**config.mk**
```make
export PLATFORM = sky130hd
export DESIGN_NAME = irq_collator_clkstop
export DESIGN_NICKNAME = d
export VERILOG_FILES = /design/src/rtl/cgh_pkg.sv /design/src/rtl/cgh_line_watch.sv /design/src/rtl/cgh_busy_eval.sv /design/src/rtl/cgh_fsm.sv /design/src/rtl/irq_collator_clkstop.sv
export SDC_FILE = /design/constraint.sdc
export NUM_CORES = 1
export LEC_CHECK = 0
export BUFFER_PORTS_ARGS = -buffer_cell sky130_fd_sc_hd__buf_2
export CAP_MARGIN = 10
export CORE_ASPECT_RATIO = 2
export CORE_MARGIN = 10
export CORE_UTILIZATION = 25
export CTS_CLUSTER_DIAMETER = 40
export CTS_CLUSTER_SIZE = 20
export DETAILED_ROUTE_END_ITERATION = 16
export GPL_ROUTABILITY_DRIVEN = 0
export PLACE_DENSITY = 0.46
export SLEW_MARGIN = 40
export SYNTH_ARGS = -nofsm -noshare
export SYNTH_HDL_FRONTEND = slang
export SYNTH_SLANG_ARGS = --single-unit
export TNS_END_PERCENT = 20
```
**constraint.sdc**
```tcl
create_clock -name clk -period 2.39 [get_ports clk]
set_clock_uncertainty 0.2 [all_clocks]
set_input_delay 0.3585 -clock clk [delete_from_list [all_inputs] [get_ports clk]]
set_output_delay 0.3585 -clock clk [all_outputs]
set_load 0.005 [all_outputs]
```
**src/rtl/cgh_pkg.sv**
```systemverilog
package cgh_pkg;
  typedef enum logic [2:0] {
    ST_RUN  = 3'd0,
    ST_REQ  = 3'd1,
    ST_STOP = 3'd2,
    ST_EXIT = 3'd3,
    ST_DENY = 3'd4
  } cgh_state_e;

  // Stopped-side states in which downstream sends are withheld.
  function automatic logic f_sends_blocked(cgh_state_e s);
    return (s == ST_STOP) || (s == ST_EXIT);
  endfunction
endpackage

```
**src/rtl/cgh_line_watch.sv**
```systemverilog
module cgh_line_watch #(
  parameter int N_LINES = 32
) (
  input  logic               clk,
  input  logic               rst_n,
  input  logic               freeze,
  input  logic [N_LINES-1:0] line_i,
  output logic               changed_o
);
  logic [N_LINES-1:0] snap_q;
  logic [N_LINES-1:0] diff_w;

  function automatic logic [N_LINES-1:0] f_diff(logic [N_LINES-1:0] a, logic [N_LINES-1:0] b);
    return a ^ b;
  endfunction

  // Snapshot loads while in reset and while running; holds when frozen.
  always_ff @(posedge clk) begin
    if (!rst_n || !freeze) snap_q <= line_i;
  end

  assign diff_w    = f_diff(line_i, snap_q);
  assign changed_o = |diff_w;

  // frozen snapshot with steady lines cannot change the mismatch flag
  p_frozen_steady_r3: assert property (@(posedge clk) disable iff (!rst_n)
    (freeze && $past(freeze) && $stable(line_i)) |-> $stable(changed_o));
  // running snapshot catches up after one edge of steady lines
  p_run_catchup_r3: assert property (@(posedge clk) disable iff (!rst_n)
    ($past(!freeze) && $stable(line_i)) |-> !changed_o);
endmodule

```
**src/rtl/cgh_busy_eval.sv**
```systemverilog
module cgh_busy_eval #(
  parameter int CNT_W = 8
) (
  input  logic [CNT_W-1:0] pend_cnt,
  input  logic             line_changed,
  output logic             pend_any,
  output logic             busy_o
);
  function automatic logic f_pending(logic [CNT_W-1:0] c);
    return c != '0;
  endfunction

  assign pend_any = f_pending(pend_cnt);
  assign busy_o   = pend_any | line_changed;
endmodule

```
**src/rtl/cgh_fsm.sv**
```systemverilog
module cgh_fsm
  import cgh_pkg::*;
(
  input  logic       clk,
  input  logic       rst_n,
  input  logic       req_n,
  input  logic       busy,
  output cgh_state_e state_o,
  output logic       freeze_o,
  output logic       ack_n,
  output logic       deny,
  output logic       send_en
);
  cgh_state_e st_q, st_nxt;

  always_comb begin
    st_nxt = st_q;
    unique case (st_q)
      ST_RUN:  if (!req_n) st_nxt = ST_REQ;
      ST_REQ:  if (req_n) st_nxt = ST_RUN;
               else if (busy) st_nxt = ST_DENY;
               else st_nxt = ST_STOP;
      ST_STOP: if (req_n) st_nxt = ST_EXIT;
      ST_EXIT: st_nxt = ST_RUN;
      ST_DENY: if (req_n) st_nxt = ST_RUN;
      default: st_nxt = ST_RUN;
    endcase
  end

  always_ff @(posedge clk or negedge rst_n) begin
    if (!rst_n) begin
      st_q    <= ST_RUN;
      ack_n   <= 1'b1;
      deny    <= 1'b0;
      send_en <= 1'b1;
    end else begin
      st_q    <= st_nxt;
      ack_n   <= (st_nxt != ST_STOP);
      deny    <= (st_nxt == ST_DENY);
      send_en <= !f_sends_blocked(st_nxt);
    end
  end

  assign state_o  = st_q;
  assign freeze_o = (st_q == ST_STOP);


  p_ack_deny_excl_r10: assert property (@(posedge clk) disable iff (!rst_n)
    !(!ack_n && deny));

  p_deny_on_busy_r4: assert property (@(posedge clk) disable iff (!rst_n)
    (st_q == ST_REQ && !req_n && busy) |=> (deny && ack_n));

  p_accept_idle_r5: assert property (@(posedge clk) disable iff (!rst_n)
    (st_q == ST_REQ && !req_n && !busy) |=> !ack_n);

  p_no_send_stopped_r6: assert property (@(posedge clk) disable iff (!rst_n)
    !ack_n |-> !send_en);

  p_ack_release_r8: assert property (@(posedge clk) disable iff (!rst_n)
    $rose(ack_n) |-> $past(req_n));
endmodule

```
**src/rtl/irq_collator_clkstop.sv**
```systemverilog
module irq_collator_clkstop
  import cgh_pkg::*;
#(
  parameter int N_LINES = 32,
  parameter int CNT_W   = 8
) (
  input  logic               clk,
  input  logic               rst_n,
  input  logic               stop_req_n,
  input  logic [CNT_W-1:0]   pend_cnt,
  input  logic [N_LINES-1:0] line_i,
  output logic               stop_ack_n,
  output logic               stop_deny,
  output logic               wake_active,
  output logic               send_en
);
  logic       freeze_w;
  logic       line_changed_w;
  logic       pend_any_w;
  logic       busy_w;
  cgh_state_e state_w;

  cgh_line_watch #(.N_LINES(N_LINES)) u_watch (
    .clk       (clk),
    .rst_n     (rst_n),
    .freeze    (freeze_w),
    .line_i    (line_i),
    .changed_o (line_changed_w)
  );

  cgh_busy_eval #(.CNT_W(CNT_W)) u_busy (
    .pend_cnt     (pend_cnt),
    .line_changed (line_changed_w),
    .pend_any     (pend_any_w),
    .busy_o       (busy_w)
  );

  cgh_fsm u_fsm (
    .clk      (clk),
    .rst_n    (rst_n),
    .req_n    (stop_req_n),
    .busy     (busy_w),
    .state_o  (state_w),
    .freeze_o (freeze_w),
    .ack_n    (stop_ack_n),
    .deny     (stop_deny),
    .send_en  (send_en)
  );

  assign wake_active = busy_w;


  p_busy_pending_r2: assert property (@(posedge clk) disable iff (!rst_n)
    pend_any_w |-> wake_active);
  // accept held while stopped until request released
  p_hold_stop_r7: assert property (@(posedge clk) disable iff (!rst_n)
    (state_w == ST_STOP && !stop_req_n) |=> !stop_ack_n);
endmodule

```
# Yosys cells after proc, flatten, opt, wreduce, memory -nomap -nowiden
# Cells that the tools add are included.
# totals
elab_cells	28
input_bits	43
out_inout_bits	4
reg_bits	38
# classes
bitwise	2
n_mux	6
reduce_logical	8
n_eq_ne	7
# op_table
op	n
OR reduction 32 bit	1
bitwise XOR 32 bit	1
two-way mux 3 bit	5
one-hot mux 3 bit (4 select lines)	1
== test 3 x 2 -> 1 bit, second input constant	3
nonzero test 8 bit	1
== test 3 bit, second input constant	2
== test 3 x 1 -> 1 bit, second input constant	1
logical NOT 1 bit	3
logical NOT 3 bit	1
!= test 3 x 2 -> 1 bit, second input constant	1
logical OR 1 bit	2
OR 1 bit	1

# Logic depth before layout (Yosys ltp)
# depth
ltp_word	9
depth_mapped	5
mapped_depth_nobuf	5

# Modules after synthesis
# A second synthesis with hierarchy kept.
# unflattened
cells_unflattened	101
area_unflattened_um2	1602.8
# modules_own_cells
module	seq_area_each_um2	n_inst	cells_per_inst	area_each_um2
cgh_line_watch	960.9	1	76	1311.3
cgh_fsm	152.6	1	20	257.7
cgh_busy_eval	0.0	1	5	33.8

# Worst setup path before layout
# OpenSTA, ideal clock, no wires.
# synth_timing
kind	reg2reg
start	register u_fsm.st_q[0], in the netlist u_fsm.state_o[0]
end	register u_watch.snap_q[0] (enable)
path_slack_ns	0.312
required_time_ns	1.711
arrival_ns	1.399
stages_incl_launch_ff	3
synth_period_minus_slack_ns	2.078
setup_time_ns	0.479
path_buffers	0
cell_sequence	dfrtp_1 -> nor3b_1 -> nand2_1
# synth_via
elab_chain_len	3
# synth_rtl
element	line_no	source
from (decl)	cgh_fsm.sv:14	cgh_state_e st_q, st_nxt;
from (signal assigned)	cgh_fsm.sv:37	st_q <= st_nxt;
== test 3 x 2 -> 1 bit	cgh_fsm.sv:45	assign freeze_o = (st_q == ST_STOP);
logical NOT 1 bit	cgh_line_watch.sv:19	if (!rst_n || !freeze) snap_q <= line_i;
logical OR 1 bit	cgh_line_watch.sv:19	
to (signal assigned)	cgh_line_watch.sv:19	
to (decl)	cgh_line_watch.sv:10	logic [N_LINES-1:0] snap_q;
# Every way passes these cells.
# A chain may end at the register's enable or synchronous reset.

# Final worst setup path
# layout_timing
start	register u_watch.snap_q[11]
end	output wake_active
# layout_via
elab_chain_len	3
# layout_rtl
element	line_no	source
bitwise XOR 32 bit	cgh_line_watch.sv:14	return a ^ b;
OR reduction 32 bit	cgh_line_watch.sv:23	assign changed_o = |diff_w;
OR 1 bit	cgh_busy_eval.sv:14	assign busy_o = pend_any | line_changed;
to (decl)	irq_collator_clkstop.sv:14	output logic wake_active,
# Every way passes these cells.

==> qor.log <==
[status] outcome finished, final reports clean
[setup_path] Critical Path RT 1830 ps
[power_and_ir_drop] Leak 0.8185 nW
[setup_path] arrival time reported for the critical path endpoint 1800 ps
[layout] number of diodes 0
[place] area of placed instances 0.001949 mm²
[timing] total count of hold-check failures in the final report 0
[layout] footprint of the multi-input gates 469.2 µm²
[timing] number of setup violations in the final report 0
[logic_synthesis] Yosys top cell area share 60.66%
[logic_synthesis] post-synthesis cell count 97
[route] per-cell via count in the routed design 4.158
[layout] area of all placed cells without fillers 0.002102 mm²
[min_path] critical hold path startpoint line_i[9]
[logic_synthesis] number of flip-flops and latches in the synthesized netlist 38
[global_routing] overall routing resource usage 7.285%
[logic_synthesis] Yosys cell types 18
[min_path] destination of the worst hold path u_watch.snap_q[9]
[global_routing] vias in the first global route 1106
[route] total routed wirelength 3468 µm
[timing] count of final max-slew check failures 0
[logic_synthesis] mapped cell area 0.001584 mm²
[setup_path] endpoint of the worst-slack reg-to-reg timing path u_watch.snap_q[5]
[layout] Reg area 0.001114 mm²
[route] number of violations reported at the end of detailed-routing iteration 0 66
[setup_path] Max Fanout on Critical Path 2
[place] post-place setup slack 148.2 ps
[route] number of optimization iterations in the first detailed-route pass 6
[floorplanning] DIE WIDTH 76.29 µm
[route] Final ANT Viol Nets 0
[logic_synthesis] number of enable flip-flop cells after synthesis 32
[floorplanning] initial core utilization 25.31%
[timing] max frequency 0.4248 GHz
[floorplanning] full die area 0.01011 mm²
[timing] crit share post-route 98.50%
[setup_path] type of the worst setup path reg -> out
[clock_network] clock transition time at the flip-flop clock pins of the worst setup and hold paths 50 ps
[timing] RSZ-0062 raised after global routing yes
[power_and_ir_drop] overall power 1.525 mW
[route] wire per inst 14.45 µm
[clock_network] root buf cell sky130_fd_sc_hd__clkbuf_16
[power_and_ir_drop] total power density per cell area 725.4 mW/mm²
[clock_network] number of sinks on the clock net 38
[route] via total after detailed routing 998
[timing] post-route setup slack 35.81 ps
[clock_network] maximum count of clock buffers along a single path 2
[global_routing] GRT Residual Overflow 0
[logic_synthesis] nets in the synthesized netlist 140
[layout] number of fill cells in the layout 646
[floorplanning] I/O pin total 47
[min_path] Hold Path Depth 1
[clock_network] Inserted Clock Buffers 5
[layout] fraction of final layout cells sized beyond drive strength 1 37.66%
[logic_synthesis] part of the Yosys area used for sequential elements 70.30%
[timing] pin slew with the least headroom to its limit 553.9 ps
[logic_synthesis] Commonest cells post-synth sky130_fd_sc_hd__edfxtp_1 (32), sky130_fd_sc_hd__xnor2_1 (21), sky130_fd_sc_hd__xor2_1 (13), sky130_fd_sc_hd__nor4_1 (6), sky130_fd_sc_hd__nand4_1 (5)
[clock_network] TritonCTS clock tree done
[setup_path] Worst setup SP type flop
[logic_synthesis] average footprint of a synthesized cell 16.33 µm²
[flow_run] reported max-cap violation count 0
[clock_network] source-to-sink clock delay at the later pin of the worst-skew pair 280 ps
[logic_synthesis] ys flop type sky130_fd_sc_hd__edfxtp_1
[clock_network] total setup buffers inserted after CTS 0
[power_and_ir_drop] worst supply voltage drop on vdd 0.0002915 V
[min_path] hold crit path type in -> reg
[setup_path] flop-to-flop setup slack 380 ps
[logic_synthesis] fraction of registers with async set/reset 15.79%
[setup_path] endpoint type of the worst setup path primary output
[setup_path] startpoint of the worst register-to-register path u_fsm.state_o[0]
[place] number of input and output port buffers inserted 46
[setup_path] Register-to-Register Path Depth 3
[logic_synthesis] biggest area consumer among synthesized cells sky130_fd_sc_hd__edfxtp_1
[timing] worst slew slack as a fraction of its limit 62.56%
[clock_network] H-tree level count 2
[global_routing] first-pass GRT wire length 5658 µm
[route] Post-route DRC 0
[global_routing] number of antenna violations at the first check in global routing 0
[floorplanning] placeable core region 0.006259 mm²
[layout] Layout area overhead 32.70%
[place] HPWL after DPL 2818 µm
[floorplanning] placement row count 41
[layout] number of nets at the end of the flow 196
[logic_synthesis] most instantiated library cell after synthesis sky130_fd_sc_hd__edfxtp_1
[global_routing] maximum number of pins on one net before global-route repair 25
[timing] Period minus WS final 2354 ps
[logic_synthesis] most area-consuming cells after synthesis sky130_fd_sc_hd__edfxtp_1 (61%), sky130_fd_sc_hd__xnor2_1 (12%), sky130_fd_sc_hd__xor2_1 (7.2%)
[floorplanning] Die Span Y 132.6 µm
[layout] Finished Core Util 33.59%
[logic_synthesis] number of warnings reported in the yosys synthesis log 0
how the worst max path moves through the flow:
stage | to | slack [ps] | start
floorplan | u_watch.snap_q[0] | 310 | u_fsm.state_o[0]
global placement | wake_active | 120 | line_i[16]
detailed placement | wake_active | 150 | line_i[29]
CTS | wake_active | -60 | u_watch.snap_q[11]
global route | wake_active | -110 | u_watch.snap_q[11]
finish | wake_active | 40 | u_watch.snap_q[11]
registers in the layout, summed over array words and instances (netlist names):
register / cells
u_watch.snap_q: 32
u_fsm.ack_n: 1
u_fsm.send_en: 1
u_fsm.state_o: 3
u_fsm.deny: 1
layer usage:
layer / GRT usage (%) / share of wire, % / wire length, µm
met2: 11.79 / 52 / 1800
met4: 4.366 / 2.2 / 78
met5: 0 / 0 / 0
met3: 3.731 / 6.7 / 232
met1: 7.271 / 39 / 1355
area by class of cell:
| type | instances | share of cell area (%) |
|---|---|---|
| Inverter | 2 | 0.3571 |
| Sequential cell | 38 | 52.98 |
| Tap cell | 86 | 5.119 |
| Timing Repair Buffer | 49 | 12.74 |
| Multi-Input combinational cell | 57 | 22.32 |
| Clock buffer | 8 | 6.488 |
cells in the final DEF, fill, tap and decap left out:
master	n
sky130_fd_sc_hd__clkbuf_1	3
sky130_fd_sc_hd__buf_4	1
sky130_fd_sc_hd__a21oi_1	1
sky130_fd_sc_hd__nor4b_1	1
sky130_fd_sc_hd__clkbuf_16	5
sky130_fd_sc_hd__buf_12	1
sky130_fd_sc_hd__dlygate4sd3_1	1
sky130_fd_sc_hd__xnor2_1	21
sky130_fd_sc_hd__buf_2	46
sky130_fd_sc_hd__nand2_1	2
sky130_fd_sc_hd__nor4_1	5
sky130_fd_sc_hd__dfstp_2	2
sky130_fd_sc_hd__edfxtp_1	32
sky130_fd_sc_hd__nor3_1	1
sky130_fd_sc_hd__inv_1	2
sky130_fd_sc_hd__a2111oi_0	2
sky130_fd_sc_hd__nand3_1	1
sky130_fd_sc_hd__nor4b_4	1
sky130_fd_sc_hd__dfrtp_1	4
sky130_fd_sc_hd__nand4_1	5
sky130_fd_sc_hd__nor4_2	1
sky130_fd_sc_hd__a22oi_1	1
sky130_fd_sc_hd__xor2_1	13
sky130_fd_sc_hd__a21o_2	1
sky130_fd_sc_hd__nor3b_1	1
where the power goes:
part / switching [mW] / leakage [nW] / internal [mW] / total [mW]
clock network: 0.231 / 0.0652 / 0.387 / 0.619
logic: 0.0542 / 0.340 / 0.0704 / 0.125
registers: 0.0229 / 0.413 / 0.759 / 0.782
total: 0.309 / 0.819 / 1.22 / 1.52
timing repair:
item,CTS,global route
pin swaps,6,3
hold buffers,1,0
endpoints found under the hold margin,6,0
endpoints found under the setup margin,1,1
gates resized for setup,0,1
critical path, cell delays in order, from the launching register on:
cell	delay (ps)
sky130_fd_sc_hd__edfxtp_1	390
sky130_fd_sc_hd__xor2_1	150
sky130_fd_sc_hd__nor4_1	300
sky130_fd_sc_hd__nand3_1	200
sky130_fd_sc_hd__nor4b_4	280
sky130_fd_sc_hd__inv_1	60
sky130_fd_sc_hd__buf_2	130
logic make-up after synthesis:
family | after synthesis | synth area share [%]
AND/OR/NAND/NOR | 18 | 7.978
buffers and inverters | 2 | 0.4741
AO/OA/AOI/OAI | 5 | 2.449
XOR/XNOR | 34 | 18.80
flip-flops | 38 | 70.30
per-stage QoR:
stage	setup TNS (ps)	cells	hold slack [ps]
after global routing	-108.9	240	71.04
after CTS	-58.31	240	72.26
after detailed placement	0	231	-0.9165
after floorplan	0	97	-137.1
after global placement	0	231	-14.30
final	0	240	79.82
(Power assumes the default switching activity.)
